==> src/rtl/hostsig_pkg.sv <==
// Shared constants and types for the host attention and interrupt bridge.
// Assumes a 16-bit local register bus and an 8-bit host port space.
package hostsig_pkg;
    localparam int HADDR_W  = 8;
    localparam int DATA_W   = 8;
    localparam int LADDR_W  = 16;
    localparam int NUM_VEC  = 8;
    localparam int ROUTE_W  = 4;

    localparam logic [LADDR_W-1:0] LATCH_SET_ADDR    = 16'h8002;
    localparam logic [LADDR_W-1:0] RESP_REG_ADDR     = 16'h8007;
    localparam logic [HADDR_W-1:0] ATTN_PORT_DEFAULT = 8'hF1;

    typedef enum logic {
        SRC_SERIAL = 1'b0,
        SRC_LATCH  = 1'b1
    } irq_src_e;
endpackage

==> src/rtl/attn_detect.sv <==
// Attention detector: qualifies host output strobes against the switch port
// number and emits a one-clock pulse on the rising edge of the qualified
// strobe. Assumes host inputs are already synchronous to clk.
module attn_detect #(
    parameter int HADDR_W = 8
) (
    input  logic               clk,
    input  logic               rst_n,
    input  logic [HADDR_W-1:0] host_addr,
    input  logic               host_out_stb,
    input  logic [HADDR_W-1:0] cfg_attn_port,
    output logic               attn_pulse
);
    logic hit;
    logic hit_q;

    // Qualify the strobe with the port match.
    always_comb begin
        hit = host_out_stb && (host_addr == cfg_attn_port);
    end

    // Remember the last qualified level and form the edge pulse.
    always_ff @(posedge clk) begin
        if (!rst_n) begin
            hit_q      <= 1'b0;
            attn_pulse <= 1'b0;
        end else begin
            hit_q      <= hit;
            attn_pulse <= hit && !hit_q;
        end
    end

    AST_ATTN_SINGLE: assert property (@(posedge clk) disable iff (!rst_n)
        attn_pulse |=> !attn_pulse);
    AST_ATTN_QUALIFIED: assert property (@(posedge clk) disable iff (!rst_n)
        (!host_out_stb || host_addr != cfg_attn_port) |=> !attn_pulse);
endmodule

==> src/rtl/irq_latch.sv <==
// Host interrupt request source: a set-only latch set by a local read of a
// fixed register and cleared by host acknowledge, plus selection between the
// latch and the software serial bit. Clear has priority over set.
module irq_latch
    import hostsig_pkg::*;
#(
    parameter int                 LADDR_W  = 16,
    parameter logic [LADDR_W-1:0] SET_ADDR = 16'h8002
) (
    input  logic               clk,
    input  logic               rst_n,
    input  logic [LADDR_W-1:0] loc_addr,
    input  logic               loc_rd,
    input  logic               host_ack,
    input  logic               sw_irq_bit,
    input  irq_src_e           src_sel,
    output logic               irq_req
);
    logic set_hit;
    logic latch_q;

    // Decode the local read that sets the latch.
    always_comb begin
        set_hit = loc_rd && (loc_addr == SET_ADDR);
    end

    // Latch state: acknowledge clears, decoded read sets.
    always_ff @(posedge clk) begin
        if (!rst_n) begin
            latch_q <= 1'b0;
        end else if (host_ack) begin
            latch_q <= 1'b0;
        end else if (set_hit) begin
            latch_q <= 1'b1;
        end
    end

    // Pick the request source.
    always_comb begin
        irq_req = (src_sel == SRC_LATCH) ? latch_q : sw_irq_bit;
    end

    AST_LATCH_SETS: assert property (@(posedge clk) disable iff (!rst_n)
        (set_hit && !host_ack) |=> latch_q);
    AST_LATCH_CLEARS: assert property (@(posedge clk) disable iff (!rst_n)
        host_ack |=> !latch_q);
    AST_LATCH_HOLDS: assert property (@(posedge clk) disable iff (!rst_n)
        (!set_hit && !host_ack) |=> $stable(latch_q));
endmodule

==> src/rtl/irq_router.sv <==
// Routes the single interrupt request to one of the host lines. The route
// code is captured while reset is asserted and then held. Codes beyond the
// last line drive nothing. All outputs are active low.
module irq_router #(
    parameter int NUM_VEC = 8,
    parameter int ROUTE_W = 4
) (
    input  logic               clk,
    input  logic               rst_n,
    input  logic [ROUTE_W-1:0] cfg_route,
    input  logic               irq_req,
    output logic [NUM_VEC-1:0] host_vi_n,
    output logic               host_nmi_n,
    output logic               host_int_n
);
    localparam logic [ROUTE_W-1:0] CODE_NMI = ROUTE_W'(NUM_VEC);
    localparam logic [ROUTE_W-1:0] CODE_INT = ROUTE_W'(NUM_VEC + 1);

    logic [ROUTE_W-1:0] route_q;

    // Capture the route code during reset only.
    always_ff @(posedge clk) begin
        if (!rst_n) begin
            route_q <= cfg_route;
        end
    end

    // One decoder per vectored line.
    for (genvar i = 0; i < NUM_VEC; i++) begin : g_vec
        assign host_vi_n[i] = !(irq_req && (route_q == ROUTE_W'(i)));
    end

    // Decode the two dedicated lines.
    always_comb begin
        host_nmi_n = !(irq_req && (route_q == CODE_NMI));
        host_int_n = !(irq_req && (route_q == CODE_INT));
    end

    AST_ROUTE_FROZEN: assert property (@(posedge clk) disable iff (!rst_n)
        rst_n |=> $stable(route_q));
endmodule

==> src/rtl/resp_driver.sv <==
// Response byte register written from the local bus, and the host data bus
// driver that presents it during enabled acknowledge cycles only.
module resp_driver #(
    parameter int                 LADDR_W  = 16,
    parameter int                 DATA_W   = 8,
    parameter logic [LADDR_W-1:0] REG_ADDR = 16'h8007
) (
    input  logic               clk,
    input  logic               rst_n,
    input  logic [LADDR_W-1:0] loc_addr,
    input  logic               loc_wr,
    input  logic [DATA_W-1:0]  loc_wdata,
    input  logic               host_ack,
    input  logic               cfg_resp_en,
    output logic [DATA_W-1:0]  host_data_out,
    output logic               host_data_oe
);
    logic [DATA_W-1:0] resp_q;

    // Store the response byte on a decoded local write.
    always_ff @(posedge clk) begin
        if (!rst_n) begin
            resp_q <= '0;
        end else if (loc_wr && (loc_addr == REG_ADDR)) begin
            resp_q <= loc_wdata;
        end
    end

    // Drive the bus only during enabled acknowledge cycles.
    always_comb begin
        host_data_oe  = host_ack && cfg_resp_en;
        host_data_out = host_data_oe ? resp_q : '0;
    end

    AST_RESP_KEEP: assert property (@(posedge clk) disable iff (!rst_n)
        !(loc_wr && loc_addr == REG_ADDR) |=> $stable(resp_q));
endmodule

==> src/rtl/hostsig_bridge.sv <==
// Top of the host attention and interrupt bridge. It ties together the
// attention detector, the interrupt request source, the line router and the
// response byte driver. Assumes all inputs are synchronous to clk.
module hostsig_bridge
    import hostsig_pkg::*;
#(
    parameter int HA_W = HADDR_W,
    parameter int D_W  = DATA_W,
    parameter int LA_W = LADDR_W,
    parameter int NV   = NUM_VEC,
    parameter int RT_W = ROUTE_W
) (
    input  logic            clk,
    input  logic            rst_n,
    input  logic [HA_W-1:0] host_addr,
    input  logic            host_out_stb,
    input  logic            host_ack,
    output logic [D_W-1:0]  host_data_out,
    output logic            host_data_oe,
    output logic [NV-1:0]   host_vi_n,
    output logic            host_nmi_n,
    output logic            host_int_n,
    input  logic [HA_W-1:0] cfg_attn_port,
    input  logic            cfg_resp_en,
    input  logic [RT_W-1:0] cfg_route,
    input  logic            cfg_src_latch,
    input  logic [LA_W-1:0] loc_addr,
    input  logic            loc_rd,
    input  logic            loc_wr,
    input  logic [D_W-1:0]  loc_wdata,
    input  logic            sw_irq_bit,
    output logic            attn_pulse
);
    logic     irq_req;
    irq_src_e src_sel;

    // Map the source switch onto the package type.
    always_comb begin
        src_sel = cfg_src_latch ? SRC_LATCH : SRC_SERIAL;
    end

    attn_detect #(.HADDR_W(HA_W)) i_attn (
        .clk           (clk),
        .rst_n         (rst_n),
        .host_addr     (host_addr),
        .host_out_stb  (host_out_stb),
        .cfg_attn_port (cfg_attn_port),
        .attn_pulse    (attn_pulse)
    );

    irq_latch #(.LADDR_W(LA_W), .SET_ADDR(LA_W'(LATCH_SET_ADDR))) i_latch (
        .clk        (clk),
        .rst_n      (rst_n),
        .loc_addr   (loc_addr),
        .loc_rd     (loc_rd),
        .host_ack   (host_ack),
        .sw_irq_bit (sw_irq_bit),
        .src_sel    (src_sel),
        .irq_req    (irq_req)
    );

    irq_router #(.NUM_VEC(NV), .ROUTE_W(RT_W)) i_router (
        .clk        (clk),
        .rst_n      (rst_n),
        .cfg_route  (cfg_route),
        .irq_req    (irq_req),
        .host_vi_n  (host_vi_n),
        .host_nmi_n (host_nmi_n),
        .host_int_n (host_int_n)
    );

    resp_driver #(.LADDR_W(LA_W), .DATA_W(D_W), .REG_ADDR(LA_W'(RESP_REG_ADDR))) i_resp (
        .clk           (clk),
        .rst_n         (rst_n),
        .loc_addr      (loc_addr),
        .loc_wr        (loc_wr),
        .loc_wdata     (loc_wdata),
        .host_ack      (host_ack),
        .cfg_resp_en   (cfg_resp_en),
        .host_data_out (host_data_out),
        .host_data_oe  (host_data_oe)
    );

    AST_ONE_LINE: assert property (@(posedge clk) disable iff (!rst_n)
        $countones(~{host_vi_n, host_nmi_n, host_int_n}) <= 1);
    AST_BUS_RELEASED: assert property (@(posedge clk) disable iff (!rst_n)
        !host_ack |-> (!host_data_oe && host_data_out == '0));
    AST_ACK_DROPS_LATCH_REQ: assert property (@(posedge clk) disable iff (!rst_n)
        (host_ack && cfg_src_latch && $stable(cfg_src_latch)) |=>
        (cfg_src_latch != 1'b1 || $countones(~{host_vi_n, host_nmi_n, host_int_n}) == 0));
endmodule

==> config.mk <==
export PLATFORM = sky130hd
export DESIGN_NAME = hostsig_bridge
export DESIGN_NICKNAME = d
export VERILOG_FILES = /design/src/rtl/hostsig_pkg.sv /design/src/rtl/attn_detect.sv /design/src/rtl/irq_latch.sv /design/src/rtl/irq_router.sv /design/src/rtl/resp_driver.sv /design/src/rtl/hostsig_bridge.sv
export SDC_FILE = /design/constraint.sdc
export NUM_CORES = 1
export LEC_CHECK = 0
export BUFFER_PORTS_ARGS = -buffer_cell sky130_fd_sc_hd__buf_4
export CAP_MARGIN = 20
export CORE_ASPECT_RATIO = 1.5
export CORE_UTILIZATION = 39
export CTS_BUF_LIST = sky130_fd_sc_hd__clkbuf_8 sky130_fd_sc_hd__clkbuf_16
export DETAILED_ROUTE_END_ITERATION = 7
export GPL_TIMING_DRIVEN = 0
export MAX_ROUTING_LAYER = met4
export PLACE_DENSITY = 0.95
export SYNTH_ARGS = -nofsm -noshare
export SYNTH_HDL_FRONTEND = slang
export SYNTH_SLANG_ARGS = --single-unit
export TNS_END_PERCENT = 20
==> constraint.sdc <==
create_clock -name clk -period 1.8 [get_ports clk]
set_clock_uncertainty 0.15 [all_clocks]
set_input_delay 0 -clock clk [delete_from_list [all_inputs] [get_ports clk]]
set_output_delay 0 -clock clk [all_outputs]
set_load 0.02 [all_outputs]
==> impl_metrics.env, run 1 <==
export IMPL_drc_errors=0
export IMPL_crit_path_start="host_addr[3]"
export IMPL_clock_latency_late_sink_ns=0.25
export IMPL_timing_hold_ws_ns=-0.0370
export IMPL_globalRouteMet3Util_pct=6.13
export IMPL_via_count_of_the_first_global_routing_pass=1336
export IMPL_postSynthNetCount=147
export IMPL_wire_per_inst_um=17.5
export IMPL_grt_setup_unrepaired="no"
export IMPL_min_path_type="primary input to flip-flop"
export IMPL_worst_pin_slew_ns=0.508
export IMPL_initial_antenna_violation_count=0
export IMPL_gp_congestion=0.673
export IMPL_detailedRoute_firstIterationViolations=55
export IMPL_route_final_wire_length_um=3900
export IMPL_post_route_cells_drive_above_1_share_pct=41.3
export IMPL_place_detailed_hpwl_um=2090
export IMPL_mean_post_synth_cell_area_sq_um=8.76
export IMPL_clock_sinks=15
export IMPL_grt_start_max_net_pins=11
export IMPL_place_ws_ns=0.335
export IMPL_asyncSetResetFlopFracSynth_pct=0
export IMPL_die_area_sq_mm=0.00230
export IMPL_floorplan_core_area_sq_mm=0.00200
export IMPL_global_route_overflow=0
export IMPL_groute_layer_met2_usage_pct=70.5
export IMPL_gr_usage_met1_pct=29.0
export IMPL_antennaDiodeCount=0
export IMPL_synthToLayoutAreaGrowth_pct=115
export IMPL_category_of_the_worst_setup_path_launch_point="primary input"
export IMPL_final_setup_viol_count=0
export IMPL_layout_commonest_cell="sky130_fd_sc_hd__buf_4"
export IMPL_p_leak_uw=0.000800
export IMPL_totalNegativeSetupSlack_ns=0
export IMPL_via_count=1211
export IMPL_initial_core_util_pct=41.1
export IMPL_critical_path_rt_ns=1.81
export IMPL_post_dp_cell_area_sq_mm=0.00138
export IMPL_max_slew_headroom_pct=65.9
export IMPL_total_number_of_nets_in_the_final_design=255
export IMPL_place_port_buffers=71
export IMPL_route_antenna_remaining_nets=0
export IMPL_final_hold_violation_count=2
export IMPL_cp_class="primary input to flip-flop"
export IMPL_layout_cells_most_common_list="71 x sky130_fd_sc_hd__buf_4, 32 x sky130_fd_sc_hd__dlygate4sd3_1, 22 x sky130_fd_sc_hd__nand2_1"
export IMPL_avgViaCountPerCell=5.43
export IMPL_postCtsSetupRepairBufs=0
export IMPL_setup_slack_ns=0.0797
export IMPL_synth_area_sq_um=823
export IMPL_cap_viol_max_count=0
export IMPL_power_after_layout_uw=867
export IMPL_placement_rows=20
export IMPL_violations_in_the_final_reports="hold timing"
export IMPL_synth_seq_cells=15
export IMPL_clkSlewWorstSetupHoldPaths_ns=0.06
export IMPL_htree_num_levels=1
export IMPL_cts_buffers_inserted=3
export IMPL_crit_end="i_attn.attn_pulse$_SDFF_PN0_"
export IMPL_synth_enable_flop_cells=4
export IMPL_reg2reg_from="i_latch.latch_q$_SDFFE_PP0P_"
export IMPL_num_fill_cells=94
export IMPL_slew_viol_final=0
export IMPL_netlist_instances=94
export IMPL_synth_yosys_seq_area_share_pct=41.3
export IMPL_power_density_mw_per_mm2=490
export IMPL_gr_max_usage_layer="met2"
export IMPL_fmaxAchievable_mhz=581
export IMPL_critical_path_endpoint_type="flip-flop"
export IMPL_cts_root_buf="sky130_fd_sc_hd__clkbuf_8"
export IMPL_grt_util_all_layers_pct=37.0
export IMPL_status="finished, violations left"
export IMPL_timing_reg2reg_setup_slack_ns=0.46
export IMPL_synth_warnings=0
export IMPL_dominantRegCellSynth="sky130_fd_sc_hd__dfxtp_1"
export IMPL_crit_path_max_fanout=2
export IMPL_ir_worst_vdd_uv=403
export IMPL_die_width_um=39.5
export IMPL_postLayoutCellArea_sq_mm=0.00177
export IMPL_final_min_period_over_clock_period_pct=95.6
export IMPL_cts_max_path_bufs=2
export IMPL_capturing_point_of_the_worst_reg2reg_path="i_latch.latch_q$_SDFFE_PP0P_"
export IMPL_drt_first_pass_iters=4
export IMPL_grt_pass1_wl_um=5570
export IMPL_netlist_cell_type_count=25
export IMPL_worst_r2r_path_depth=3
export IMPL_layout_core_utilization_pct=88.5
export IMPL_io_pin_count=73
export IMPL_dieHeight_um=58.3
export IMPL_period_minus_slack_ns=1.72
export IMPL_cts_tree="yes"
export IMPL_cp_data_arrival_time_ns=1.73
[routing by layer]
layer	up-vias	share of wire [%]
li1	543	-
met1	539	30
met2	103	58
met3	26	8.0
met4	0	4.6
met5	-	0
[stage by stage]
stage | std cells | hold WS [ns]
detailed placement | 187 | 0.0316
CTS | 224 | 0.0327
global placement | 187 | 0.0289
finish | 223 | -0.0370
global route | 223 | 0.00353
floorplan | 94 | -0.0707
[report_power, final]
group / internal [uW] / leakage (uW) / switching [uW]
sequential: 355 / 0.000128 / 7.35
combinational: 146 / 0.000647 / 87.0
clock: 153 / 0.0000255 / 119
[cells by family after synthesis]
group,Yosys count,synth area share (%)
flops,15,41.3
compound gates,4,3.65
xor+xnor,5,5.32
buf+inv,7,5.32
mux,9,10.9
simple gates,54,33.4
[registers in the layout (all words and copies together), names as in the netlist]
signal and cells:
i_attn.attn_pulse 1, i_attn.hit_q 1, i_latch.latch_q 1, i_resp.resp_q 8, i_router.route_q 4
[worst max-delay path, cell delays in order]
cell                            delay (ns)
sky130_fd_sc_hd__dlygate4sd3_1        0.56
sky130_fd_sc_hd__buf_4                0.14
sky130_fd_sc_hd__xnor2_1              0.13
sky130_fd_sc_hd__dlygate4sd3_1        0.61
sky130_fd_sc_hd__nand3_2              0.12
sky130_fd_sc_hd__nor4_2               0.17
[cell usage after synthesis, types with 2 or more instances]
cell,n,area share [%]
sky130_fd_sc_hd__and3_1,8,6.1
sky130_fd_sc_hd__dfxtp_1,11,27
sky130_fd_sc_hd__edfxtp_1,4,15
sky130_fd_sc_hd__inv_1,4,1.8
sky130_fd_sc_hd__mux2i_1,9,11
sky130_fd_sc_hd__nand2_1,22,10
sky130_fd_sc_hd__nand3_1,6,3.6
sky130_fd_sc_hd__nor2_1,4,1.8
sky130_fd_sc_hd__nor2b_1,2,1.5
sky130_fd_sc_hd__nor3_1,3,1.8
sky130_fd_sc_hd__nor4_1,2,1.5
sky130_fd_sc_hd__nor4b_1,2,2.1
sky130_fd_sc_hd__xnor2_1,5,5.3
[worst min-delay path by stage]
stage	start	end	slack, ns	cells after the start
2_1_floorplan	host_ack	i_latch.latch_q$_SDFFE_PP0P_	-0.07	1
3_3_place_gp	cfg_route[3]	i_router.route_q[3]$_DFFE_PN_	0.03	1
3_5_place_dp	cfg_route[0]	i_router.route_q[0]$_DFFE_PN_	0.03	1
4_1_cts	host_addr[6]	i_attn.hit_q$_SDFF_PN0_	0.03	5
5_1_grt	host_addr[2]	i_attn.attn_pulse$_SDFF_PN0_	0.004	4
6_report	cfg_attn_port[1]	i_attn.attn_pulse$_SDFF_PN0_	-0.04	4
[what timing repair did]
| item | CTS | global route |
|---|---|---|
| hold endpoints to repair | 15 | 2 |
| setup endpoints to repair | 0 | 2 |
| resized for setup | 0 | 4 |
| hold buffers | 33 | 3 |
[layout make-up]
cell class | instances | area [sq um] | area share [%]
clock inverters | 1 | 5.00 | 0.282
multi-input cells | 72 | 460 | 26.0
clock buffers | 3 | 41.3 | 2.33
repair buffers | 103 | 853 | 48.2
flip-flops and latches | 15 | 340 | 19.2
well taps | 22 | 27.5 | 1.55
plain buffers | 3 | 28.8 | 1.62
inverters | 4 | 15.0 | 0.847
Note: power is estimated with default switching activity, not from simulation.
==> run 2: changes to the inputs <==
--- a/config.mk
+++ b/config.mk
@@ -8,12 +8,12 @@
 export BUFFER_PORTS_ARGS = -buffer_cell sky130_fd_sc_hd__buf_4
 export CAP_MARGIN = 20
 export CORE_ASPECT_RATIO = 1.5
-export CORE_UTILIZATION = 39
+export CORE_UTILIZATION = 33
 export CTS_BUF_LIST = sky130_fd_sc_hd__clkbuf_8 sky130_fd_sc_hd__clkbuf_16
 export DETAILED_ROUTE_END_ITERATION = 7
 export GPL_TIMING_DRIVEN = 0
 export MAX_ROUTING_LAYER = met4
-export PLACE_DENSITY = 0.95
+export PLACE_DENSITY = 0.87
 export SYNTH_ARGS = -nofsm -noshare
 export SYNTH_HDL_FRONTEND = slang
 export SYNTH_SLANG_ARGS = --single-unit
==> constraint.sdc (replaced) <==
create_clock -name clk -period 1.4 [get_ports clk]
set_clock_uncertainty 0.15 [all_clocks]
set_input_delay 0 -clock clk [delete_from_list [all_inputs] [get_ports clk]]
set_output_delay 0 -clock clk [all_outputs]
set_load 0.02 [all_outputs]
==> run 2 against run 1 <==
  * Non-clock buffer count rose by 2
  * Clock power up 22%
  * Combinational power rose by 31%
  * Critical path depth decreased by 3
  * Worst hold slack better by 0.030 ns
  * Largest cell class unchanged
  * Highest routed layer unchanged
  * The run ends with hold timing, setup timing left
  * Cell count increased by 1.3%
  * Cell area is 4.2% higher
  * Sequential cell count unchanged
  * Die area grew 17%
  * Wire length decreased by 12%
  * Critical path type is now flip-flop to primary output
==> impl_metrics.env, run 2 (same netlist as run 1, synthesis figures left out) <==
export IMPL_status="finished, violations left"
export IMPL_violations_in_the_final_reports="hold timing, setup timing"
export IMPL_reg_power_share_pct=42.5
export IMPL_die_area_sq_mm=0.00270
export IMPL_critical_path_cell_chain="nor3b_4 > nand3_1 > buf_4"
export IMPL_route_final_wire_length_um=3450
export IMPL_power_clock_fraction_pct=30.0
export IMPL_final_hold_violation_count=1
export IMPL_crit_path_max_fanout=4
export IMPL_cts_max_path_bufs=2
export IMPL_detailedRoute_firstIterationViolations=28
export IMPL_critical_path_endpoint_type="primary output"
export IMPL_synthToLayoutAreaGrowth_pct=124
export IMPL_total_switching_power_uw=261
export IMPL_wire_per_inst_um=15.3
export IMPL_drt_first_pass_iters=4
export IMPL_global_route_overflow=0
export IMPL_slew_viol_final=0
export IMPL_clkSlewWorstSetupHoldPaths_ns=0.06
export IMPL_total_number_of_nets_in_the_final_design=257
export IMPL_timing_critical_path_buf_inv=1
export IMPL_grt_setup_unrepaired="yes"
export IMPL_layout_core_utilization_pct=80.7
export IMPL_wl_met3_um=198
export IMPL_largest_register_ff_count=8
export IMPL_placement_rows=21
export IMPL_floorplan_core_area_sq_mm=0.00229
export IMPL_io_pin_count=73
export IMPL_die_width_um=42.8
export IMPL_critical_path_rt_ns=1.25
export IMPL_initial_antenna_violation_count=0
export IMPL_p_leak_uw=0.000831
export IMPL_max_slew_headroom_pct=72.9
export IMPL_period_minus_slack_ns=1.46
export IMPL_final_setup_viol_count=8
export IMPL_layout_cells_most_common_list="67 x sky130_fd_sc_hd__buf_4, 33 x sky130_fd_sc_hd__dlygate4sd3_1, 22 x sky130_fd_sc_hd__nand2_1"
export IMPL_cp_data_arrival_time_ns=1.31
export IMPL_largest_register="i_resp.resp_q"
export IMPL_route_layer_met1_wl_um=1050
export IMPL_cap_viol_max_count=0
export IMPL_layout_commonest_cell="sky130_fd_sc_hd__buf_4"
export IMPL_path_delay_family="flip-flops"
export IMPL_route_antenna_remaining_nets=0
export IMPL_drc_errors=0
export IMPL_dieHeight_um=63.2
export IMPL_ir_worst_vdd_uv=492
export IMPL_p_int_uw=847
export IMPL_cp_class="flip-flop to primary output"
export IMPL_power_share_switching_pct=23.5
export IMPL_clock_latency_late_sink_ns=0.24
export IMPL_final_min_period_over_clock_period_pct=104
export IMPL_power_density_mw_per_mm2=600
export IMPL_highest_signal_layer="met4"
export IMPL_post_route_cells_drive_above_1_share_pct=42.9
export IMPL_worst_pin_slew_ns=0.407
export IMPL_wl_met2_um=1980
export IMPL_htree_num_levels=1
export IMPL_place_port_buffers=71
export IMPL_antennaDiodeCount=0
export IMPL_via_count=1144
export IMPL_avgViaCountPerCell=5.06
export IMPL_category_of_the_worst_setup_path_launch_point="flip-flop"
export IMPL_worst_path_max_delay_cell="sky130_fd_sc_hd__edfxtp_1"
export IMPL_min_path_type="primary input to flip-flop"
export IMPL_p_comb_share_pct=27.5
export IMPL_grt_pass1_wl_um=5300
export IMPL_cts_root_buf="sky130_fd_sc_hd__clkbuf_8"
export IMPL_grt_start_max_net_pins=11
export IMPL_clock_sinks=15
export IMPL_grt_util_all_layers_pct=26.9
export IMPL_reg_largest_list="i_resp.resp_q (8), i_router.route_q (4)"
export IMPL_crit_path_max_incr_delay_ns=0.50
export IMPL_cts_tree="yes"
export IMPL_setup_slack_ns=-0.0603
export IMPL_totalNegativeSetupSlack_ns=-0.267
export IMPL_via_count_of_the_first_global_routing_pass=1290
export IMPL_initial_core_util_pct=36.0
export IMPL_place_detailed_hpwl_um=2080
export IMPL_fmaxAchievable_mhz=685
export IMPL_cts_buffers_inserted=3
export IMPL_gp_congestion=0.697
export IMPL_timing_hold_ws_ns=-0.00677
## run 2: timing repair
| item | CTS | global route |
|---|---|---|
| pin swaps | 2 | 5 |
| setup buffers | 1 | 1 |
| resized for setup | 5 | 12 |
| setup endpoints to repair | 8 | 11 |
| hold buffers | 34 | 0 |
| endpoints found under the hold margin | 15 | 0 |
## run 2: layout make-up
class / count / area (sq um)
plain buffers: 3 / 28.8
clock buffers: 3 / 41.3
clock inverters: 1 / 3.75
fillers: 141 / 440
inverters: 4 / 15.0
multi-input cells: 72 / 495
flip-flops and latches: 15 / 342
well taps: 23 / 28.8
repair buffers: 105 / 891
## run 2: worst paths after layout
| kind | from | to | slack [ns] | cells after the start |
|---|---|---|---|---|
| setup reg to reg | i_resp.resp_q[7]$_SDFFE_PN0P_ | i_resp.resp_q[7]$_SDFFE_PN0P_ | 0.59 | 2 |
| setup / recovery | i_router.route_q[3]$_DFFE_PN_ | host_vi_n[7] | -0.06 | 3 |
| hold / removal | host_out_stb | i_attn.attn_pulse$_SDFF_PN0_ | -0.007 | 4 |
| hold reg to reg | i_attn.hit_q$_SDFF_PN0_ | i_attn.attn_pulse$_SDFF_PN0_ | 0.27 | 1 |
## run 2: per-stage QoR
step / std cells / power, uW / hold slack, ns / cell area [sq um] / setup WS [ns]
2_1_floorplan: 94 / 535 / -0.0707 / 823 / 0.203
3_3_place_gp: 188 / 664 / 0.0289 / 1390 / 0.0216
3_5_place_dp: 188 / 675 / 0.0293 / 1390 / -0.0897
4_1_cts: 227 / 1090 / -0.0204 / 1800 / -0.00949
5_1_grt: 226 / 1160 / 0.0208 / 1850 / -0.119
6_report: 226 / 1110 / -0.00677 / 1850 / -0.0603
## run 2: power groups by stage
stage,clock [uW],sequential (uW),combinational [uW]
final,333,471,305
after global routing,360,473,326
after CTS,342,467,283
after detailed placement,0,474,201
after global placement,0,473,191
after floorplan,0,472,62.9
## run 2: worst min-delay path, delay by kind of cell
| kind | cells | cell delay (ns) |
|---|---|---|
| simple gates | 2 | 0.17 |
| buf+inv | 1 | 0.11 |
| compound gates | 1 | 0.07 |
## run 2: layer usage
| metal | vias to the layer above | GRT usage, % |
|---|---|---|
| li1 | 546 | - |
| met1 | 504 | 22.2 |
| met2 | 72 | 50.6 |
| met3 | 22 | 2.87 |
| met4 | 0 | 21.1 |
| met5 | - | - |
==> run 3: changes to the inputs <==
--- a/config.mk
+++ b/config.mk
@@ -14,6 +14,7 @@
 export GPL_TIMING_DRIVEN = 0
 export MAX_ROUTING_LAYER = met4
 export PLACE_DENSITY = 0.87
+export RECOVER_POWER = 100
 export SYNTH_ARGS = -nofsm -noshare
 export SYNTH_HDL_FRONTEND = slang
 export SYNTH_SLANG_ARGS = --single-unit
==> run 3 against run 2 <==
  * The run still ends with hold timing, setup timing left
  * Global-route usage unchanged
  * Sequential power hardly changed
  * Cell area decreased by 2.4%
  * Maximum frequency fell by 0.14%
  * Clock power barely moved
  * Cell count unchanged
  * Critical endpoint unchanged
==> impl_metrics.env, run 3 (same netlist as run 1, synthesis figures left out) <==
export IMPL_critical_path_rt_ns=1.25
export IMPL_cap_viol_max_count=0
export IMPL_cp_class="flip-flop to primary output"
export IMPL_dieHeight_um=63.2
export IMPL_total_number_of_nets_in_the_final_design=257
export IMPL_cts_root_buf="sky130_fd_sc_hd__clkbuf_8"
export IMPL_reg_largest_list="i_resp.resp_q (8), i_router.route_q (4)"
export IMPL_place_detailed_hpwl_um=2080
export IMPL_final_min_period_over_clock_period_pct=104
export IMPL_ir_worst_vdd_uv=491
export IMPL_layout_commonest_cell="sky130_fd_sc_hd__buf_4"
export IMPL_max_slew_headroom_pct=74.0
export IMPL_via_count_of_the_first_global_routing_pass=1290
export IMPL_initial_antenna_violation_count=0
export IMPL_grt_pass1_wl_um=5300
export IMPL_drc_errors=0
export IMPL_floorplan_core_area_sq_mm=0.00229
export IMPL_largest_register="i_resp.resp_q"
export IMPL_timing_hold_ws_ns=-0.00447
export IMPL_synthToLayoutAreaGrowth_pct=119
export IMPL_cts_max_path_bufs=2
export IMPL_place_ws_ns=-0.0897
export IMPL_totalNegativeSetupSlack_ns=-0.226
export IMPL_global_route_overflow=0
export IMPL_via_count=1149
export IMPL_min_path_type="primary input to flip-flop"
export IMPL_slew_viol_final=0
export IMPL_final_hold_violation_count=1
export IMPL_layout_cells_most_common_list="49 x sky130_fd_sc_hd__buf_4, 33 x sky130_fd_sc_hd__dlygate4sd3_1, 22 x sky130_fd_sc_hd__nand2_1"
export IMPL_critical_path_endpoint_type="primary output"
export IMPL_avgViaCountPerCell=5.08
export IMPL_clock_sinks=15
export IMPL_power_density_mw_per_mm2=613
export IMPL_route_final_wire_length_um=3440
export IMPL_largest_register_ff_count=8
export IMPL_violations_in_the_final_reports="hold timing, setup timing"
export IMPL_cts_buffers_inserted=3
export IMPL_final_setup_viol_count=8
export IMPL_crit_path_max_fanout=4
export IMPL_initial_core_util_pct=36.0
export IMPL_post_route_cells_drive_above_1_share_pct=38.4
export IMPL_period_minus_slack_ns=1.46
export IMPL_die_area_sq_mm=0.00270
export IMPL_die_width_um=42.8
export IMPL_wire_per_inst_um=15.2
export IMPL_p_leak_uw=0.000789
export IMPL_clock_latency_late_sink_ns=0.24
export IMPL_grt_setup_unrepaired="yes"
export IMPL_grt_util_all_layers_pct=26.9
export IMPL_antennaDiodeCount=0
export IMPL_status="finished, violations left"
export IMPL_drt_first_pass_iters=4
export IMPL_worst_pin_slew_ns=0.390
export IMPL_category_of_the_worst_setup_path_launch_point="flip-flop"
export IMPL_setup_slack_ns=-0.0624
export IMPL_cp_data_arrival_time_ns=1.31
export IMPL_io_pin_count=73
export IMPL_fmaxAchievable_mhz=684
export IMPL_htree_num_levels=1
export IMPL_detailedRoute_firstIterationViolations=21
export IMPL_cts_tree="yes"
export IMPL_gp_congestion=0.697
export IMPL_clkSlewWorstSetupHoldPaths_ns=0.06
export IMPL_route_antenna_remaining_nets=0
export IMPL_grt_start_max_net_pins=11
export IMPL_placement_rows=21
export IMPL_place_port_buffers=71
-- run 3: cell types whose count changed in the layout (fill, tap and decap cells not counted), sizes merged --
cell,change
buf,-19
clkbuf,+19
-- run 3: cell type report --
class                      count  area [sq um]
timing repair buffer         105           856
multi-input combinational     72           495
buffer                         3          18.8
clock inverter                 1          3.75
inverter                       4          15.0
fill                         161           485
clock buffer                   3          41.3
tap                           23          28.8
sequential                    15           342
-- run 3: per-stage QoR --
step / power [uW] / cell area [sq um] / util, % / std cells
after floorplan: 535 / 823 / - / 94
after global placement: 664 / 1390 / 60.6 / 188
after detailed placement: 675 / 1390 / 60.6 / 188
after CTS: 1090 / 1800 / 78.7 / 227
after global routing: 1160 / 1800 / 78.8 / 226
final: 1100 / 1800 / 78.8 / 226
-- run 3: critical path: stages (launching register included) --
cell and delay (ns):
sky130_fd_sc_hd__edfxtp_1 0.49, sky130_fd_sc_hd__nor3b_4 0.28, sky130_fd_sc_hd__nand3_1 0.12, sky130_fd_sc_hd__buf_4 0.17
-- run 3: final timing paths --
| path | slack [ns] | from | cells after the start | endpoint |
|---|---|---|---|---|
| worst max-delay path | -0.06 | i_router.route_q[3]$_DFFE_PN_ | 3 | host_vi_n[7] |
| worst min-delay path | -0.004 | host_out_stb | 4 | i_attn.attn_pulse$_SDFF_PN0_ |
| worst max register to register | 0.58 | i_resp.resp_q[7]$_SDFFE_PN0P_ | 2 | i_resp.resp_q[7]$_SDFFE_PN0P_ |
| worst min register to register | 0.26 | i_attn.hit_q$_SDFF_PN0_ | 1 | i_attn.attn_pulse$_SDFF_PN0_ |
-- run 3: power by group --
group	internal, uW	leakage, uW	switching (uW)
logic	195	0.000634	107
registers	457	0.000128	14.1
clock network	194	0.0000269	138
-- run 3: per-layer routing --
layer,vias to the layer above,global-route usage [%],share of wire [%]
li1,547,-,-
met1,499,22.2,30
met2,81,50.6,58
met3,22,2.87,6.2
met4,0,21.1,5.9
met5,-,-,0
-- run 3: what timing repair did --
item / in CTS / in global routing
pin swaps: 2 / 5
resized for setup: 5 / 12
hold endpoints to repair: 15 / 0
setup endpoints to repair: 8 / 11
hold buffers: 34 / 0
setup buffers: 1 / 1
